--- src/rtl/store_queue.sv ---
module store_queue #(
  parameter int DEPTH = 4,
  parameter int AW    = 32,
  parameter int DW    = 32,
  parameter int BEW   = DW / 8
) (
  input  logic           clk,
  input  logic           rst_n,
  input  logic           wr_valid,
  input  logic [AW-1:0]  wr_addr,
  input  logic [DW-1:0]  wr_data,
  input  logic [BEW-1:0] wr_be,
  output logic           stall,
  output logic           mem_valid,
  input  logic           mem_ready,
  output logic [AW-1:0]  mem_addr,
  output logic [DW-1:0]  mem_data,
  output logic [BEW-1:0] mem_be,
  input  logic           rd_chk_valid,
  input  logic [AW-1:0]  rd_chk_addr,
  output logic           rd_hold,
  output logic           empty
);
  localparam int PW = (DEPTH > 1) ? $clog2(DEPTH) : 1;
  localparam logic [PW-1:0] LAST = PW'(DEPTH - 1);

  logic [AW-1:0]  addr_q [DEPTH];
  logic [DW-1:0]  data_q [DEPTH];
  logic [BEW-1:0] be_q   [DEPTH];
  logic [DEPTH-1:0] vld, vld_nxt, hit;
  logic [PW-1:0] head, tail;
  logic push, pop;

  function automatic logic [PW-1:0] step(input logic [PW-1:0] p);
    return (p == LAST) ? '0 : p + 1'b1;
  endfunction

  assign mem_valid = vld[head];
  assign mem_addr  = addr_q[head];
  assign mem_data  = data_q[head];
  assign mem_be    = be_q[head];
  assign pop       = mem_valid & mem_ready;
  assign stall     = (&vld) & ~pop;
  assign push      = wr_valid & ~stall;
  assign empty     = ~|vld;

  always_comb begin
    vld_nxt = vld;
    if (pop)  vld_nxt[head] = 1'b0;
    if (push) vld_nxt[tail] = 1'b1;
  end

  always_ff @(posedge clk) begin
    if (!rst_n) begin
      vld  <= '0;
      head <= '0;
      tail <= '0;
    end else begin
      vld <= vld_nxt;
      if (push) tail <= step(tail);
      if (pop)  head <= step(head);
    end
  end

  always_ff @(posedge clk) begin
    if (push) begin
      addr_q[tail] <= wr_addr;
      data_q[tail] <= wr_data;
      be_q[tail]   <= wr_be;
    end
  end

  for (genvar g = 0; g < DEPTH; g++) begin : g_cmp
    assign hit[g] = vld[g] && (addr_q[g] == rd_chk_addr);
  end
  assign rd_hold = rd_chk_valid & |hit;


  offer_hold_chk: assert property (@(posedge clk) disable iff (!rst_n)
    mem_valid && !mem_ready |=> mem_valid && $stable(mem_addr) && $stable(mem_data) && $stable(mem_be));


  stall_full_chk: assert property (@(posedge clk) disable iff (!rst_n)
    stall |-> $countones(vld) == DEPTH);


  stall_no_enq_chk: assert property (@(posedge clk) disable iff (!rst_n)
    stall |=> $countones(vld) == DEPTH && $stable(tail));


  empty_idle_chk: assert property (@(posedge clk) disable iff (!rst_n)
    empty |-> !mem_valid && !rd_hold && !stall);


  full_swap_chk: assert property (@(posedge clk) disable iff (!rst_n)
    (&vld) && pop && wr_valid |=> (&vld));
endmodule

--- config.mk ---
export PLATFORM = sky130hd
export DESIGN_NAME = store_queue
export DESIGN_NICKNAME = d
export VERILOG_FILES = /design/src/rtl/store_queue.sv
export SDC_FILE = /design/constraint.sdc
export NUM_CORES = 1
export LEC_CHECK = 0
export BUFFER_PORTS_ARGS = -buffer_cell sky130_fd_sc_hd__buf_2
export CAP_MARGIN = 20
export CORE_UTILIZATION = 30
export DETAILED_ROUTE_END_ITERATION = 8
export GPL_TIMING_DRIVEN = 0
export REMOVE_ABC_BUFFERS = 1
export SYNTH_ARGS = -nofsm -noshare
export SYNTH_HDL_FRONTEND = slang
export SYNTH_SLANG_ARGS = --single-unit
--- constraint.sdc ---
create_clock -name clk -period 3.6 [get_ports clk]
set_input_delay 0.36 -clock clk [delete_from_list [all_inputs] [get_ports clk]]
set_output_delay 0.36 -clock clk [all_outputs]
set_load 0.05 [all_outputs]
After elaboration in Yosys (flattened, before gate mapping). Memories as Yosys holds them, arrays and structs flattened. A register that Yosys moved wholly into a read port is not among the register bits. Index checks and enable logic that the tools add are counted.

Bits in writable memories: 272. ROM bits: 0. Flip-flop bits (word level): 8. Bits of input ports: 105. Memories kept: 3. Latch bits: 0.

Memories: addr_q (depth 4, width 32, read ports 5, clocked after memory_dff 1, wr ports 1, RTL line 27) `logic [AW-1:0] addr_q [DEPTH];`; data_q (depth 4, width 32, read ports 1, clocked after memory_dff 1, wr ports 1, RTL line 28) `logic [DW-1:0] data_q [DEPTH];`; be_q (depth 4, width 4, read ports 1, clocked after memory_dff 1, wr ports 1, RTL line 29) `logic [BEW-1:0] be_q [DEPTH];`.

Shifts and indexed selects: 0. Reduce and logical (&&, ||, !) cells: 10. Equal/unequal tests: 6. Muxes and demuxes: 18. $mul: 0. Div/mod/pow operators: 0. Order comparisons: 4. Add/subtract/negate cells: 2. Bitwise operators: 9.

Operators with widths (number): $eq 32x32->1 (4); $mux 2 (8); $mux 4 (2); $reduce_or 4->1 (2); $logic_and 1x1->1 (6); $lt 2x3->1 const B (2); $mux 1 (5); $add 2x1->2 const B (2); $and 1x1->1 (4); $and 4x4->4 (1); $demux 1 s2 (2); $eq 2x2->1 const B (2); $ge 2x1->1 const B (2); $not 4->4 (1); $or 4x4->4 (1); $reduce_and 4->1 (1); $bmux 1 s2 (1); $not 1->1 (2); $logic_not 1->1 (1).

Longest topological paths before layout.
Word-level depth: 9. Mapped depth: 6.

Least setup slack after synthesis. OpenSTA, ideal clock, no wires.

Path kind: register to output. From: register head[0]. To: output stall. Cell stages (with the launch flop): 5. Required time: 3.240 ns. Data arrival time: 2.081 ns. Path slack: 1.159 ns. Path buffers: 1. Cell sequence: dfxtp_1 mux4_2 and2_4 buf_6 nor2_1.

Longest elaborated chain between the ends: 5.

RTL lines: start, declared (RTL line 31) `logic [PW-1:0] head, tail;`; start signal, assigned (RTL line 61) `if (pop) head <= step(head);`; $bmux 1 s2 (RTL line 38) `assign mem_valid = vld[head];`; $mux 1 (not written as such) (RTL line 38); via mem_valid (RTL line 14) `output logic mem_valid,`; $and 1x1->1 (RTL line 42) `assign pop = mem_valid & mem_ready;`; $not 1->1 (RTL line 43) `assign stall = (&vld) & ~pop;`; $and 1x1->1 (RTL line 43); end, declared (RTL line 13) `output logic stall,`.

The timed path passes the listed nets, and every way through them passes these cells. The select of a mux whose other input is x is not followed.

==> run metrics <==
Lkg Pwr=0.005115 uW; critical path class=flop to output pin; Hold Buf Count CTS=64; number of synthesized register bits=282; Worst setup EP type=output pin; die area=39920 sq um; Sink Count=282; largest net degree at the start of global routing=45; clock tree root buffer cell=clkbuf_16; Final nets=961; final worst path period share=84.69%; pwr dens=521.3 nW/um^2; Tot Pwr=7786 uW; H-tree levels=1; vias in the first global route=6775; area of the core=38650 sq um; Clock Skew=0.02194 ns; detailed placement HPWL=20040 um; total wire length=29330 um; worst rel slew slack=49.67%; RR Startpoint=head[0]; Final Max Tran Viols=0; synthesized instance count=586; via count=6343; Hold EP=addr_q[1][14]; Reg clk slew, reported paths=0.06 ns; cell chain of the critical path=buf_16 -> mux4_2 -> buf_2; syn avg cell area=20.03 sq um; Bufs and invs on worst path=2; R2R depth=5; Hold Path Class=input pin to flop; Hold Path Origin=wr_addr[14]; Main synth FF type=edfxtp_1; FF-to-FF End=data_q[3][8]; grt ovf=0; CP Data Arrival Time=2.69 ns; RSZ-0062 raised after global routing=no; Post-synth top cells=272 x edfxtp_1, 120 x xor2_1, 69 x mux4_2, 29 x nor4_1, 10 x dfxtp_1; Starting Density=30.37%; startpoint types=flop; most common cell in the netlist=edfxtp_1; GRT Util Overall=14.66%; number of flops mapped to enable cells by yosys=272; initial antenna violation count=6; hold-critical path depth=1; Boundary Pins=177; # resized after CTS=0; Cell Area, Synth=11740 sq um; Critical Path RT=3.24 ns; worst skew pair latency=0.58 ns; worst-margin pin slew=0.7549 ns; port bufs=176; CTS Buf Count=31; first-pass GRT wire length=42460 um; clk buf depth=3; Vias/cell=4.544; share of layout cells above drive strength 1=34.59%; Post-synth ARST share=0%; Iteration-0 DRC Markers=323; Die Wd=199.8 um; reg-to-reg setup timing slack=1.17 ns; routed len/inst=21.01 um; CP delay by family, top=flip-flops; DR pass1 iterations=6; area growth from synthesis to layout=27.27%; top post-synthesis cells by area=edfxtp_1 70%, mux4_2 13%, xor2_1 9.0%, dfxtp_1 1.7%, nor4_1 1.5%; sequential share of the synthesized area=71.30%; Final Hold Fails=0; final setup vio count=0; post-CTS setup buffers=0; CP peak stage delay=0.83 ns; TritonCTS clock tree=built; number of distinct library cells after synthesis=26; Die Y=199.8 um; Final Core Density=38.65%; status=finished clean; leading area contributor after synthesis=edfxtp_1; peak supply drop=0.4200 mV; row cnt=72; Post-DRT Antenna Nets=0; Fillers=3572; critical path peak fanout=39; total of max-cap violations=0; slowest CP cell=dfxtp_4; Synth warnings=0; Max Clk Rate=328.0 MHz; GP Congestion=0.7698; post-layout minimum cycle time=3.049 ns; post-synth top area share=69.59%; DRC Markers=0
## per-stage QoR
stage / TNS, ns / instance area [sq um] / setup slack, ns / hold WS [ns] / std cells
floorplan: -31.34 / 11660 / -0.4609 / 0.4589 / 569
global placement: -147.99 / 13190 / -2.273 / 0.5647 / 1263
detailed placement: 0 / 13350 / 1.082 / 0.5634 / 1269
CTS: 0 / 14920 / 0.4383 / 0.0006809 / 1391
global route: 0 / 14930 / 0.3785 / 0.01742 / 1392
finish: 0 / 14940 / 0.5513 / 0.03722 / 1396
## flip-flops by register name, indices dropped and copies added, names as in the netlist, named ones only
signal and cells:
addr_q 128, be_q 16, data_q 128, head 2, tail 2, vld 4
## worst register-to-register path, stage by stage, from the launching register on
cell,delay (ns)
dfxtp_1,0.36
mux4_2,0.37
and2_4,0.21
o21a_4,0.19
and2_4,0.63
buf_12,0.31
## cells by family (layout without fill, tap and decap cells)
group | Yosys count | in the layout | share of synthesized area (%)
DFF | 282 | 282 | 71.30
xor gates and xnor gates | 127 | 127 | 9.478
muxes | 71 | 71 | 13.41
and+or+nand+nor | 62 | 62 | 3.145
buffers and inverters | 22 | 309 | 0.8422
AOI/OAI and AO/OA | 14 | 14 | 0.9702
adders and majority gates | 8 | 8 | 0.8529
other | 0 | 5 | 0
## how the worst max path moves through the flow
stage	start	to	slack (ns)	depth (start not counted)
after floorplan	flop	mem_addr[0]	-0.46	1
after global placement	flop	mem_addr[8]	-2.27	2
after detailed placement	flop	mem_addr[8]	1.08	3
after CTS	flop	mem_addr[8]	0.44	3
after global routing	flop	mem_addr[8]	0.38	3
final	flop	mem_addr[8]	0.55	3
## per-layer routing
layer	wire, um	track usage (%)	vias to the layer above
met5	32	0	-
met4	631	4.100	4
met3	2086	3.612	51
met2	14060	24.27	171
met1	12520	19.13	3217
li1	-	-	2900
## area by class of cell
class	count	area (sq um)	area share, %
Sequential cell	282	8376	56.07
Multi-Input combinational cell	282	3269	21.89
Timing Repair Buffer	246	1679	11.24
Clock buffer	38	802.0	5.369
Tap cell	518	648.1	4.339
Clock inverter	20	131.4	0.8795
Inverter	5	18.77	0.1256
Antenna cell	5	12.51	0.08377
## report_power, final
| part | total (uW) | switching [uW] | internal (uW) | leakage, uW |
|---|---|---|---|---|
| sequential | 3830 | 75.1 | 3750 | 0.00258 |
| combinational | 1060 | 692 | 363 | 0.00208 |
| clock | 2900 | 1250 | 1650 | 0.000454 |
| total | 7790 | 2020 | 5770 | 0.00511 |
## layout by cell type (no fill, tap or decap), types with 7 or more instances in the layout
master,Yosys,routed
buf_2,7,176
clkbuf_1,9,7
clkbuf_16,0,31
clkinv_1,0,8
dfxtp_1,10,8
dlygate4sd3_1,0,64
edfxtp_1,272,272
ha_1,8,8
mux4_2,69,69
nand3_1,7,7
nor4_1,29,29
xnor2_1,7,7
xor2_1,120,120
(Power assumes the default switching activity.)
